`src/rtl/sts_pkg.sv`:
```
package sts_pkg;
  typedef enum logic [1:0] {
    STS_LEVEL     = 2'd0,
    STS_PULSE_ERS = 2'd1,
    STS_PULSE_PRG = 2'd2,
    STS_PULSE_ANY = 2'd3
  } sts_mode_e;

  localparam int unsigned STS_CODE_MAX = 3;
endpackage

```
`src/rtl/sts_cfg_decode.sv`:
```
module sts_cfg_decode
  import sts_pkg::*;
#(
  parameter int unsigned DATA_W = 8,
  parameter logic [DATA_W-1:0] CFG_OPCODE = DATA_W'(8'hB8)
) (
  input  logic              clk,
  input  logic              rst,
  input  logic              wr_valid_i,
  input  logic [DATA_W-1:0] wr_data_i,
  output sts_mode_e         mode_o,
  output logic              mode_load_o
);
  localparam logic [DATA_W-1:0] CODE_MAX = DATA_W'(STS_CODE_MAX);

  logic      armed_q;
  sts_mode_e mode_q;
  logic      code_ok;

  // The write after the opcode is the code, whatever its value.
  assign code_ok     = (wr_data_i <= CODE_MAX);
  assign mode_load_o = armed_q && wr_valid_i && code_ok;
  assign mode_o      = mode_q;

  always_ff @(posedge clk) begin
    if (rst) begin
      armed_q <= 1'b0;
      mode_q  <= STS_LEVEL;
    end else if (wr_valid_i) begin
      if (armed_q) begin
        armed_q <= 1'b0;
        if (code_ok) mode_q <= sts_mode_e'(wr_data_i[1:0]);
      end else if (wr_data_i == CFG_OPCODE) begin
        armed_q <= 1'b1;
      end
    end
  end


  code_take_chk: assert property (@(posedge clk) disable iff (rst)
    (armed_q && wr_valid_i && code_ok) |=> (mode_q == sts_mode_e'($past(wr_data_i[1:0])) && !armed_q));


  bad_code_chk: assert property (@(posedge clk) disable iff (rst)
    (armed_q && wr_valid_i && !code_ok) |=> ($stable(mode_q) && !armed_q));


  stray_write_chk: assert property (@(posedge clk) disable iff (rst)
    (!armed_q) |=> $stable(mode_q));
endmodule

```
`src/rtl/sts_pulse_timer.sv`:
```
module sts_pulse_timer #(
  parameter int unsigned PULSE_CYC = 25
) (
  input  logic clk,
  input  logic rst,
  input  logic clr_i,
  input  logic fire_i,
  output logic active_next_o
);
  localparam int unsigned CW = $clog2(PULSE_CYC + 1);
  localparam logic [CW-1:0] FULL = CW'(PULSE_CYC);

  logic [CW-1:0] cnt_q, cnt_d;

  always_comb begin
    if (clr_i)             cnt_d = '0;
    else if (fire_i)       cnt_d = FULL;
    else if (cnt_q != '0)  cnt_d = cnt_q - 1'b1;
    else                   cnt_d = '0;
  end

  assign active_next_o = (cnt_d != '0);

  always_ff @(posedge clk) begin
    if (rst) cnt_q <= '0;
    else     cnt_q <= cnt_d;
  end


  reload_chk: assert property (@(posedge clk) disable iff (rst)
    (fire_i && !clr_i) |=> (cnt_q == FULL));


  min_width_chk: assert property (@(posedge clk) disable iff (rst)
    (cnt_q > 1 && !clr_i) |=> (cnt_q != '0));


  cancel_chk: assert property (@(posedge clk) disable iff (rst)
    clr_i |=> (cnt_q == '0));
endmodule

```
`src/rtl/sts_ready_pin.sv`:
```
module sts_ready_pin
  import sts_pkg::*;
#(
  parameter int unsigned DATA_W    = 8,
  parameter int unsigned PULSE_CYC = 25
) (
  input  logic              clk,
  input  logic              rst,
  input  logic              sm_busy_i,
  input  logic              erase_done_i,
  input  logic              prog_done_i,
  input  logic              erase_susp_i,
  input  logic              prog_susp_i,
  input  logic              cmd_wr_i,
  input  logic [DATA_W-1:0] cmd_data_i,
  output logic              sts_pull_low_o
);
  sts_mode_e mode_w;
  logic      mode_load_w;
  logic      fire_w;
  logic      pulse_next_w;
  logic      level_busy_w;
  logic      pull_q;

  sts_cfg_decode #(
    .DATA_W (DATA_W)
  ) u_cfg (
    .clk         (clk),
    .rst         (rst),
    .wr_valid_i  (cmd_wr_i),
    .wr_data_i   (cmd_data_i),
    .mode_o      (mode_w),
    .mode_load_o (mode_load_w)
  );

  always_comb begin
    unique case (mode_w)
      STS_PULSE_ERS: fire_w = erase_done_i;
      STS_PULSE_PRG: fire_w = prog_done_i;
      STS_PULSE_ANY: fire_w = erase_done_i | prog_done_i;
      default:       fire_w = 1'b0;
    endcase
  end

  sts_pulse_timer #(
    .PULSE_CYC (PULSE_CYC)
  ) u_tmr (
    .clk           (clk),
    .rst           (rst),
    .clr_i         (mode_load_w),
    .fire_i        (fire_w),
    .active_next_o (pulse_next_w)
  );

  assign level_busy_w = sm_busy_i & ~erase_susp_i & ~prog_susp_i;

  always_ff @(posedge clk) begin
    if (rst)                      pull_q <= 1'b0;
    else if (mode_w == STS_LEVEL) pull_q <= level_busy_w;
    else                          pull_q <= pulse_next_w;
  end

  assign sts_pull_low_o = pull_q;


  level_busy_chk: assert property (@(posedge clk) disable iff (rst)
    (mode_w == STS_LEVEL && sm_busy_i && !erase_susp_i && !prog_susp_i) |=> sts_pull_low_o);


  level_idle_chk: assert property (@(posedge clk) disable iff (rst)
    (mode_w == STS_LEVEL && !sm_busy_i) |=> !sts_pull_low_o);


  susp_release_chk: assert property (@(posedge clk) disable iff (rst)
    (mode_w == STS_LEVEL && (erase_susp_i || prog_susp_i)) |=> !sts_pull_low_o);


  reset_release_chk: assert property (@(posedge clk)
    rst |=> (!sts_pull_low_o && mode_w == STS_LEVEL));


  pulse_quiet_chk: assert property (@(posedge clk) disable iff (rst)
    (mode_w != STS_LEVEL && !fire_w && !sts_pull_low_o) |=> !sts_pull_low_o);
endmodule

```
`config.mk`:
```
export PLATFORM = sky130hd
export DESIGN_NAME = sts_ready_pin
export DESIGN_NICKNAME = d
export VERILOG_FILES = /design/src/rtl/sts_pkg.sv /design/src/rtl/sts_cfg_decode.sv /design/src/rtl/sts_pulse_timer.sv /design/src/rtl/sts_ready_pin.sv
export SDC_FILE = /design/constraint.sdc
export NUM_CORES = 1
export LEC_CHECK = 0
export BUFFER_PORTS_ARGS = -buffer_cell sky130_fd_sc_hd__buf_2
export CORE_AREA = 2 2 39 41
export DETAILED_ROUTE_END_ITERATION = 7
export DIE_AREA = 0 0 41 43
export PLACE_DENSITY = 0.69
export SLEW_MARGIN = 20
export SYNTH_ARGS = -nofsm -noshare
export SYNTH_HDL_FRONTEND = slang
export SYNTH_HIERARCHICAL = 1
export SYNTH_SLANG_ARGS = --single-unit
export TNS_END_PERCENT = 5
```
`constraint.sdc`:
```
create_clock -name clk -period 2.66 [get_ports clk]
set_clock_uncertainty 0.1 [all_clocks]
set_input_delay 0.266 -clock clk [delete_from_list [all_inputs] [get_ports clk]]
set_output_delay 0.266 -clock clk [all_outputs]
set_load 0.02 [all_outputs]
```
# Word-level counts from Yosys, hierarchy flattened
# Cells that the tools add are included.
# totals
reg_bits,9
in_bits,16
output_inout_bits,1
word_cells,28
# op_classes
add_sub_neg,1
magnitude_cmp,1
n_eq_ne,4
muxes,7
n_bitwise,5
n_reduce_logical,6
# op_table
op,count
5-bit two-way mux,3
5-bit nonzero test,2
8-bit equality test (second input constant),1
8-bit by 2-bit less-or-equal comparator with 1-bit output (second input constant),1
5-bit by 1-bit subtractor with 5-bit output (second input constant),1
2-bit equality test (second input constant),2
1-bit two-way mux,3
1-bit case mux with 3 select lines,1
3-bit AND reduction,1
1-bit bitwise AND,2
2-bit by 1-bit equality test with 1-bit output (second input constant),1
1-bit logical AND,2
2-bit zero test,1
1-bit inverter,2
1-bit bitwise OR,1

# Logic depth before layout (Yosys ltp)
# Gate-level depths: netlist (run 1).
# logic_depth
depth_word,6
mapped_depth,9
ltp_nobuf,8

# Modules after synthesis
# The synthesis (run 1) kept the hierarchy.
# by_module_without_submodules
module,instances,cells_each,area_each_um2,seq_area_each_um2
sts_pulse_timer,1,41,307.8,100.1
sts_cfg_decode,1,21,178.9,60.1
sts_ready_pin,1,6,58.8,20.0

# Least setup slack after synthesis (run 1)
# OpenSTA, ideal clock, no wires.
# synth_timing
path_kind,reg-to-reg
startpoint,reg u_tmr.cnt_q[0]
endpoint,"reg pull_q, in the netlist sts_pull_low_o"
setup_ns,0.120
t_arrival_ns,1.391
slack_ns,1.050
path_stages_with_launch,10
path_buffers,1
synth_period_minus_slack_ns,1.610
path_cell_list,dfxtp_1 buf_2 inv_1 ha_1 inv_1 o31a_1 o21ai_2 a21oi_2 nand2b_1 mux2i_1
# synth_between
elab_chain_len,6
elab_cells_between_ends,7
cone_classes,1 x add/sub; 4 x mux; 2 x reduce/logical
# synth_rtl
element,line_no,rtl
from (decl),sts_pulse_timer.sv:13,"logic [CW-1:0] cnt_q, cnt_d;"
from (signal assigned),sts_pulse_timer.sv:26,else cnt_q <= cnt_d;
5-bit by 1-bit subtractor with 5-bit output or 5-bit nonzero test (tied branches),sts_pulse_timer.sv:18,else if (cnt_q != '0) cnt_d = cnt_q - 1'b1;
5-bit two-way mux (*),sts_pulse_timer.sv:18,
5-bit two-way mux (*),sts_pulse_timer.sv:17,else if (fire_i) cnt_d = FULL;
5-bit two-way mux (*),sts_pulse_timer.sv:16,if (clr_i) cnt_d = '0;
5-bit nonzero test (*),sts_pulse_timer.sv:22,assign active_next_o = (cnt_d != '0);
via pulse_next_w,sts_ready_pin.sv:21,logic pulse_next_w;
1-bit two-way mux (*),sts_ready_pin.sv:59,else if (mode_w == STS_LEVEL) pull_q <= level_busy_w;
to (signal assigned),sts_ready_pin.sv:59,
to (signal assigned),sts_ready_pin.sv:60,else pull_q <= pulse_next_w;
to (decl),sts_ready_pin.sv:23,logic pull_q;
# The timed path passes the listed nets; every way through them passes the cells marked *.
# A chain may end at the register's enable or synchronous reset.

# Worst setup path in the final report (run 1)
# Same ends and word-level chain as after synthesis.

==> run_results.csv, run 1 <==
group,metric,value,unit
worst_setup_path,crit_path_top_delay_cell,"dfxtp_1",
drt,post_drt_wl_per_cell,11.12,um
pwr,power_leakage,0.2821,nW
synthesis,ys_warn_count,6,
die,die-area,1763,sq um
layout,nets,104,
worst_setup_path,path_cells,"inv_1 -> ha_1 -> nor3b_1 -> nand3_1 -> o21ai_2 -> a21oi_2 -> nand2b_1 -> mux2i_1",
clock_network,clock_sinks,9,
worst_setup_path,crit_buf_inv,1,
sta,worst_slew_pin_slew,368.2,ps
worst_setup_path,worstSetupPathType,"reg -> reg",
sta,relSlewSlack,0.7540,
synthesis,synth_cells,68,
drt,drt-total-wl,1134,um
clock_network,post_cts_buffers,0,
clock_network,cts_htree_levels,1,
sta,min_period,1703,ps
worst_setup_path,rrSetupSlack,960,ps
sta,period_share,0.6402,
global_route,grt_pass1_wl,1883,um
synthesis,synth.distinct_cells,31,
placed_design,place.gp.congestion,0.7726,
drt,dr.pass1.iters,4,
layout,drive_gt1_frac,0.2674,
die,placementRows,14,
clock_network,ctsResizeCount,0,
global_route,track_usage,0.1593,
pwr,total_power,0.5600,mW
synthesis,synth_area,545.5,sq um
hold_path,hp-class,"in -> reg",
clock_network,cts_root_buf,"clkbuf_4",
die,die_x,41,um
synthesis,yosys.area.top_type,"dfxtp_1",
sta,rsz0062_at_grt,"no",
synthesis,synth_fp_nets,85,
die,io_pins,17,
placed_design,dp_hpwl,892.2,um
sta,setup_viol_count_final,0,
die,start_util,0.3942,
synthesis,synth.area.top_cells,"dfxtp_1, a21oi_1, nor2_1, or4b_4, nor3_1",
clock_network,cts-hold-fix-buffers,0,
clock_network,cts_tree,"built",
clock_network,cts_buffer_depth,2,
synthesis,synth-seq-cells,9,
synthesis,synth_top_family_by_area,"simple AND/OR/NAND/NOR gates",
global_route,antenna_found_initial,0,
worst_setup_path,arrival,1750,ps
pwr,vdd_drop_max,0.3902,mV
synthesis,synthAdderAreaFrac,0.02294,
drt,ant_nets,0,
placed_design,port_buffers,16,
clock_network,cts_buffers,3,
synthesis,yosysSeqAreaShare,0.3303,
hold_path,hold_depth,4,
worst_setup_path,critPathMaxFanout,8,
synthesis,synth_compound_area_frac,0.2041,
global_route,grt_max_degree,10,
worst_setup_path,critical-path-top-delay-family,"simple AND/OR/NAND/NOR gates",
layout,syn_to_final_growth,21.56,%
job,cap_violations,0,
clock_network,clkLatencyLatePin,260,ps
die,fp.dieH,43,um
drt,routed_via_density,5.431,
hold_path,hold_end,"u_cfg/armed_q",
sta,finalHoldViolations,0,
worst_setup_path,cp-start-kind,"flop",
layout,finalNonFillerCells,102,
layout,antenna_cells,0,
synthesis,synth_xor_xnor_area_share,0,
global_route,grt_overflow,0,
drt,drc_errors,0,
global_route,grt_pass1_vias,490,
synthesis,synth.avg_cell_area,8.022,sq um
worst_setup_path,cp_data_required_time,2710,ps
worst_setup_path,rr_worst_depth,8,
worst_setup_path,endpoint_kind,"flop",
sta,slew_viol_final,0,
synthesis,yosys.area.top_type_share,0.3303,
clock_network,clk_pin_slew_worst_paths,60,ps
worst_setup_path,rr_endpoint,"sts_pull_low_o",
placed_design,dp_cells,98,
sta,finalSetupTns,0,ps
sta,timing.fmax,587.2,MHz
drt,drt_iter0_drc,5,
hold_path,hp-start,"cmd_wr_i",
drt,vias,554,
pwr,p_per_area,844.5,nW/um^2
worst_setup_path,timing.rr.start,"u_tmr/cnt_q[0]",
worst_setup_path,slowest_delay,440,ps
synthesis,synth_mux_area_frac,0.01835,
run_status,status,"finished clean",
sta,holdWs,170.7,ps
die,core_area,1384,sq um
synthesis,yosys.area_share.simple,0.3739,
state kept, by name, summed over array words and instances, names as in the netlist:
name            flops
sts_pull_low_o      1
u_cfg/armed_q       1
u_tmr/cnt_q         5
u_cfg/mode_o        2
through the flow:
| step | cell area [sq um] | utilization | setup slack, ps |
|---|---|---|---|
| floorplan | 545.5 | - | 1050 |
| global placement | 636.9 | 0.4602 | 961.2 |
| detailed placement | 636.9 | 0.4602 | 960.9 |
| CTS | 663.1 | 0.4792 | 944.0 |
| global route | 663.1 | 0.4792 | 843.1 |
| finish | 663.1 | 0.4792 | 957.1 |
layout make-up:
cell class                 instances  area [sq um]
fill                             139         720.7
sequential                         9         180.2
clock buffer                       4         26.28
multi-input combinational         52         337.8
timing repair buffer              16         80.08
tap                               16         20.02
inverter                           5         18.77
Yosys cell counts:
| cell | n |
|---|---|
| a22o_1 | 1 |
| o21ai_2 | 1 |
| nor2_1 | 8 |
| nor4_1 | 1 |
| or4b_4 | 2 |
| or4b_1 | 1 |
| nand2_1 | 4 |
| o31ai_1 | 1 |
| clkbuf_1 | 1 |
| or3b_1 | 1 |
| nand2b_1 | 1 |
| nand4_1 | 2 |
| nor4b_1 | 1 |
| nand3_1 | 2 |
| mux2i_1 | 1 |
| o31a_1 | 1 |
| a21oi_1 | 7 |
| nor3_1 | 4 |
| inv_1 | 5 |
| buf_2 | 1 |
| dfxtp_1 | 9 |
| a21boi_0 | 1 |
| a21oi_2 | 1 |
| a221oi_1 | 1 |
| nor3b_1 | 2 |
| nor4bb_1 | 2 |
| or4_1 | 1 |
| ha_1 | 1 |
| o21a_1 | 1 |
| o21ai_1 | 2 |
| nor2b_1 | 1 |
cells by family (layout without fill, tap and decap cells):
| logic type | Yosys count | after routing |
|---|---|---|
| simple gates | 33 | 33 |
| compound gates | 17 | 17 |
| flops | 9 | 9 |
| buf+inv | 7 | 25 |
| fa+ha+maj | 1 | 1 |
| mux | 1 | 1 |
how the worst max path moves through the flow:
| stage | start | end | slack, ps | cells past startpoint |
|---|---|---|---|---|
| floorplan | u_tmr/cnt_q[0] | sts_pull_low_o | 1050 | 9 |
| global placement | cmd_data_i[5] | u_tmr/cnt_q[1] | 960 | 5 |
| detailed placement | u_tmr/cnt_q[0] | sts_pull_low_o | 960 | 8 |
| CTS | u_tmr/cnt_q[0] | sts_pull_low_o | 940 | 8 |
| global route | u_tmr/cnt_q[0] | sts_pull_low_o | 840 | 8 |
| finish | u_tmr/cnt_q[0] | sts_pull_low_o | 960 | 8 |
tightest hold or removal path: stages:
cell and delay (ps):
buf_2 90, nor2_1 40, nand2_1 50, nand2_1 40
placed cells by master, fill, tap and decap left out, types with 3 or more instances in the layout:
| cell type | synthesis | layout |
|---|---|---|
| nor2_1 | 8 | 8 |
| buf_2 | 1 | 16 |
| nor3_1 | 4 | 4 |
| a21oi_1 | 7 | 7 |
| nand2_1 | 4 | 4 |
| inv_1 | 5 | 5 |
| clkbuf_4 | 0 | 3 |
| dfxtp_1 | 9 | 9 |
routing by layer:
layer  vias to the layer above  global-route usage  share of wire
li1                        290                   -              -
met5                         -                   0              0
met2                        14              0.2531           0.51
met1                       246              0.1824           0.42
met3                         4             0.01571          0.041
met4                         0              0.1200          0.025
report_power, final:
| group | total (mW) | switching [mW] | internal (mW) | leakage, nW |
|---|---|---|---|---|
| Combinational | 0.265 | 0.137 | 0.128 | 0.194 |
| Clock | 0.104 | 0.0460 | 0.0577 | 0.0150 |
| Sequential | 0.191 | 0.0327 | 0.158 | 0.0731 |
| Total | 0.560 | 0.216 | 0.344 | 0.282 |
(Power assumes the default switching activity.)
==> run 2: changes to the inputs <==
--- a/config.mk
+++ b/config.mk
@@ -6,10 +6,10 @@
 export NUM_CORES = 1
 export LEC_CHECK = 0
 export BUFFER_PORTS_ARGS = -buffer_cell sky130_fd_sc_hd__buf_2
-export CORE_AREA = 2 2 39 41
+export CORE_MARGIN = 2
+export CORE_UTILIZATION = 42
 export DETAILED_ROUTE_END_ITERATION = 7
-export DIE_AREA = 0 0 41 43
-export PLACE_DENSITY = 0.69
+export PLACE_DENSITY = 0.73
 export SLEW_MARGIN = 20
 export SYNTH_ARGS = -nofsm -noshare
 export SYNTH_HDL_FRONTEND = slang
==> constraint.sdc (replaced) <==
create_clock -name clk -period 1.5 [get_ports clk]
set_clock_uncertainty 0.1 [all_clocks]
set_input_delay 0.15 -clock clk [delete_from_list [all_inputs] [get_ports clk]]
set_output_delay 0.15 -clock clk [all_outputs]
set_load 0.02 [all_outputs]
==> run 2 against run 1 <==
  * The flow now finishes with violations (negative setup slack)
  * Count of clock-buffer cells in the layout did not move
  * Via count increased by 17%
  * Hold slack worse by 120 ps
==> run_results.csv, run 2 (same netlist as run 1, synthesis figures left out) <==
group,metric,value,unit
run_status,status,"finished with violations",
run_status,violations,"negative setup slack",
pwr,p_per_area,1516,nW/um^2
clock_network,post_cts_buffers,0,
placed_design,dp_hpwl,1069,um
layout,register_area,183.9,sq um
layout,largest_reg_flops,5,
pwr,p_clk_frac,0.155,
sta,setup_viol_count_final,2,
worst_setup_path,arrival,1550,ps
pwr,power_leakage,0.3537,nW
job,cap_violations,0,
clock_network,cts_buffer_depth,2,
layout,nets,118,
sta,worst_slack,-3.228,ps
global_route,grt_pass1_vias,562,
drt,ant_nets,0,
layout,drive_gt1_frac,0.4600,
clock_network,cts_htree_levels,1,
worst_setup_path,critPathMaxFanout,5,
sta,rsz0062_at_grt,"yes",
layout,final_cell_mix,"buf_2, buf_4, a21oi_1, nor2_1, dfxtp_1",
global_route,track_usage,0.2143,
layout,nFillCells,96,
pwr,pwr-share-comb,0.576,
placed_design,dpl_cell_area,754.5,sq um
worst_setup_path,timing.rr.start,"u_tmr/cnt_q[1]",
clock_network,clock_sinks,9,
drt,drt_iter0_drc,18,
drt,vias,650,
die,start_util,0.4719,
die,io_pins,17,
worst_setup_path,worstSetupPathType,"reg -> reg",
worst_setup_path,cp-startpoint,"u_tmr/cnt_q[1]",
global_route,grt_pass1_wl,2201,um
clock_network,cts_tree,"built",
worst_setup_path,cp-start-kind,"flop",
placed_design,port_buffers,16,
clock_network,cts_buffers,3,
die,die_x,40.04,um
pwr,seqPwrFrac,0.269,
die,placementRows,12,
pwr,total_power,1.205,mW
sta,finalHoldViolations,0,
drt,routed_via_density,5.702,
drt,drt-total-wl,1386,um
layout,largest-register,"u_tmr/cnt_q",
sta,timing.fmax,665.2,MHz
worst_setup_path,rr_endpoint,"u_tmr/cnt_q[0]",
sta,worst_slew_pin_slew,434.9,ps
worst_setup_path,rrSetupSlack,-3,ps
global_route,grt_max_degree,10,
drt,drc_errors,0,
worst_setup_path,cp_data_required_time,1550,ps
layout,multiInputGateArea,362.8,sq um
pwr,vdd_drop_max,0.6733,mV
sta,slew_viol_final,0,
worst_setup_path,critPathCapture,"u_tmr/cnt_q[0]",
pwr,power.share.switching,0.3598,
die,fp.dieH,40.04,um
sta,min_period,1503,ps
sta,period_share,1.002,
worst_setup_path,endpoint_kind,"flop",
sta,relSlewSlack,0.7094,
clock_network,cts-hold-fix-buffers,0,
drt,post_drt_wl_per_cell,12.16,um
clock_network,cts_root_buf,"clkbuf_4",
clock_network,clkLatencyLatePin,260,ps
global_route,antenna_found_initial,0,
clock_network,clk_pin_slew_worst_paths,60,ps
die,core_area,1156,sq um
pwr,internal-power,0.7712,mW
layout,postLayoutCellArea,794.5,sq um
pwr,switchingPower,0.4335,mW
layout,syn_to_final_growth,45.64,%
global_route,grt_overflow,0,
layout,layout_commonest_cell,"buf_2",
hold_path,hp-class,"in -> reg",
worst_setup_path,rr_worst_depth,6,
layout,antenna_cells,0,
hold_path,hold_depth,3,
placed_design,place.gp.congestion,0.7326,
die,die-area,1603,sq um
drt,dr.pass1.iters,5,
## run 2: cell count changes in the layout (fill, tap and decap cells not counted), sizes merged
cell	change
buf	+14
## run 2: layout make-up
| type | instances | area share |
|---|---|---|
| inverters | 5 | 0.02362 |
| repair buffers | 30 | 0.2331 |
| multi-input cells | 52 | 0.4567 |
| clock buffers | 4 | 0.03307 |
| flip-flops and latches | 9 | 0.2315 |
| well taps | 14 | 0.02205 |
## run 2: metal layers
metal	global-route usage	wire length (um)	share of wire	up-vias
met4	0.1034	31	0.022	0
met5	0	0	0	-
met3	0.05000	77	0.056	6
li1	-	-	-	316
met2	0.4032	745	0.54	36
met1	0.2167	531	0.38	292
## run 2: what timing repair did
item / 4_1_cts / 5_1_grt
setup endpoints to repair: 4 / 3
pin swaps: 2 / 0
resized for setup: 6 / 1
## run 2: critical path: stages, from the launching register on
cell and delay, ps:
dfxtp_2 340, inv_2 60, ha_4 150, or3b_4 400, nor2_2 120, nor2_1 60, o21a_1 160
## run 2: worst min path at each step
stage                              from         endpoint  slack (ps)
final                     cmd_data_i[1]  u_cfg/mode_o[1]          50
after global routing      cmd_data_i[1]  u_cfg/mode_o[1]          60
after CTS                 cmd_data_i[1]  u_cfg/mode_o[1]          50
after detailed placement  cmd_data_i[1]  u_cfg/mode_o[1]         330
after global placement     erase_susp_i   sts_pull_low_o         320
after floorplan                     rst  u_cfg/mode_o[0]         120
## run 2: power groups by stage
stage	sequential (mW)	clock [mW]	combinational, mW
CTS	0.323	0.191	0.693
detailed placement	0.321	0	0.687
global placement	0.319	0	0.678
global route	0.330	0.200	0.781
finish	0.324	0.187	0.694
floorplan	0.318	0	0.487
## run 2: metrics by stage
step                      worst slack, ps  TNS, ps  std cells  hold WS, ps  utilization
after floorplan                    -4.715   -6.165         68        119.1            -
after global placement             -31.09   -57.09        110        320.6       0.6526
after detailed placement           -50.05   -89.30        110        327.7       0.6526
after CTS                           3.822        0        114        50.78       0.6861
after global routing               -97.17   -140.0        114        55.55       0.6872
final                              -3.228   -4.092        114        54.02       0.6872
==> run 3: changes to the inputs <==
--- a/config.mk
+++ b/config.mk
@@ -10,6 +10,7 @@
 export CORE_UTILIZATION = 42
 export DETAILED_ROUTE_END_ITERATION = 7
 export PLACE_DENSITY = 0.73
+export SETUP_SLACK_MARGIN = 0.02
 export SLEW_MARGIN = 20
 export SYNTH_ARGS = -nofsm -noshare
 export SYNTH_HDL_FRONTEND = slang
==> run 3 against run 2 <==
  * The flow now finishes without violations
  * Register-to-register slack is essentially flat
  * Clock power hardly changed
  * Cell count unchanged
  * Worst setup slack improved by 11 ps
  * Sequential share of layout area is 0.18 points lower
  * Die area unchanged
  * Combinational power increased by 3.3%
  * Non-clock buffer count unchanged
==> run_results.csv, run 3 (same netlist as run 1, synthesis figures left out) <==
group,metric,value,unit
pwr,power_leakage,0.3552,nW
global_route,grt_pass1_wl,2201,um
die,placementRows,12,
sta,worst_slew_pin_slew,434.7,ps
job,cap_violations,0,
worst_setup_path,endpoint_kind,"flop",
clock_network,cts_buffers,3,
clock_network,cts_tree,"built",
clock_network,clock_sinks,9,
sta,period_share,0.9947,
clock_network,cts_buffer_depth,2,
sta,finalSetupTns,0,ps
sta,finalHoldViolations,0,
worst_setup_path,worstSetupPathType,"reg -> reg",
placed_design,place.gp.congestion,0.7326,
pwr,p_per_area,1533,nW/um^2
die,die_x,40.04,um
pwr,seqPwrFrac,0.264,
global_route,grt_overflow,0,
drt,ant_nets,0,
layout,drive_gt1_frac,0.4700,
worst_setup_path,cp-start-kind,"flop",
sta,timing.fmax,670.2,MHz
die,fp.dieH,40.04,um
drt,routed_via_density,5.640,
drt,dr.pass1.iters,4,
layout,largest-register,"u_tmr/cnt_q",
pwr,internal-power,0.7827,mW
clock_network,clkLatencyLatePin,260,ps
global_route,antenna_found_initial,0,
clock_network,post_cts_buffers,0,
clock_network,clk_pin_slew_worst_paths,60,ps
worst_setup_path,cp_data_required_time,1550,ps
sta,holdWs,53.75,ps
pwr,p_clk_frac,0.152,
layout,final_cell_mix,"buf_2, buf_4, a21oi_1, nor2_1, dfxtp_1",
pwr,power.share.switching,0.3622,
worst_setup_path,rr_worst_depth,6,
layout,syn_to_final_growth,46.79,%
layout,antenna_cells,0,
worst_setup_path,timing.rr.start,"u_cfg/mode_o[0]",
sta,min_period,1492,ps
global_route,grt_max_degree,10,
hold_path,hp-start,"cmd_data_i[1]",
sta,rsz0062_at_grt,"yes",
drt,vias,643,
hold_path,hold_depth,3,
pwr,pwr-share-comb,0.584,
worst_setup_path,cp-startpoint,"u_cfg/mode_o[0]",
worst_setup_path,critPathMaxFanout,5,
pwr,switchingPower,0.4444,mW
sta,relSlewSlack,0.7096,
clock_network,cts_htree_levels,1,
sta,slew_viol_final,0,
die,io_pins,17,
worst_setup_path,arrival,1540,ps
sta,setup_viol_count_final,0,
hold_path,hp-class,"in -> reg",
global_route,track_usage,0.2143,
layout,largest_reg_flops,5,
placed_design,port_buffers,16,
layout,nFillCells,97,
global_route,grt_pass1_vias,562,
drt,drt_iter0_drc,18,
drt,drt-total-wl,1395,um
die,start_util,0.4719,
die,die-area,1603,sq um
pwr,vdd_drop_max,0.6951,mV
layout,nets,118,
die,core_area,1156,sq um
drt,drc_errors,0,
layout,layout_commonest_cell,"buf_2",
clock_network,cts_root_buf,"clkbuf_4",
drt,post_drt_wl_per_cell,12.24,um
run_status,status,"finished clean",
placed_design,dp_hpwl,1069,um
[run 3: repair_timing]
item                       in CTS  in global routing
pin swaps                       3                  1
setup endpoints to repair       4                  4
gates cloned                    0                  0
hold buffers                    0                  0
resized for setup               6                  2
[run 3: cell type report]
type                            count  area, sq um  area share
Tap cell                           14        17.52     0.02188
Sequential cell                     9        183.9      0.2297
Multi-Input combinational cell     52        369.1      0.4609
Inverter                            5        18.77     0.02344
Clock buffer                        4        26.28     0.03281
Timing Repair Buffer               30        185.2      0.2313
[run 3: path summary, 6_finish.rpt]
check	slack, ps	endpoint
max	8	sts_pull_low_o
min	50	u_cfg/mode_o[1]
max reg2reg	8	sts_pull_low_o
min reg2reg	350	u_cfg/armed_q
[run 3: metal layers]
metal  global-route usage  up-vias  part of all wire
met5                    0        -                 0
met4               0.1034        0             0.020
met2               0.4032       29              0.54
li1                     -      314                 -
met1               0.2167      296              0.38
met3              0.05000        4             0.054
[run 3: power groups by stage]
stage	clock network (mW)	registers, mW	logic, mW
after global placement	0	0.319	0.678
after floorplan	0	0.318	0.487
after global routing	0.200	0.330	0.804
after CTS	0.191	0.323	0.693
final	0.187	0.324	0.717
after detailed placement	0	0.321	0.687
[run 3: through the flow]
stage / utilization / area, sq um / worst slack, ps / std cells / power, mW
6_report: 0.6926 / 800.8 / 7.912 / 114 / 1.227
5_1_grt: 0.6926 / 800.8 / -90.54 / 114 / 1.334
4_1_cts: 0.6861 / 793.3 / 10.67 / 114 / 1.207
3_5_place_dp: 0.6526 / 754.5 / -50.05 / 110 / 1.008
3_3_place_gp: 0.6526 / 754.5 / -31.09 / 110 / 0.9979
2_1_floorplan: - / 566.8 / -4.715 / 68 / 0.8054
[run 3: critical path, stage by stage (launching register included)]
cell,delay (ps)
dfxtp_1,320
a22o_1,290
o31a_1,330
o21ai_2,140
a21oi_2,60
nand2b_1,70
mux2i_1,60
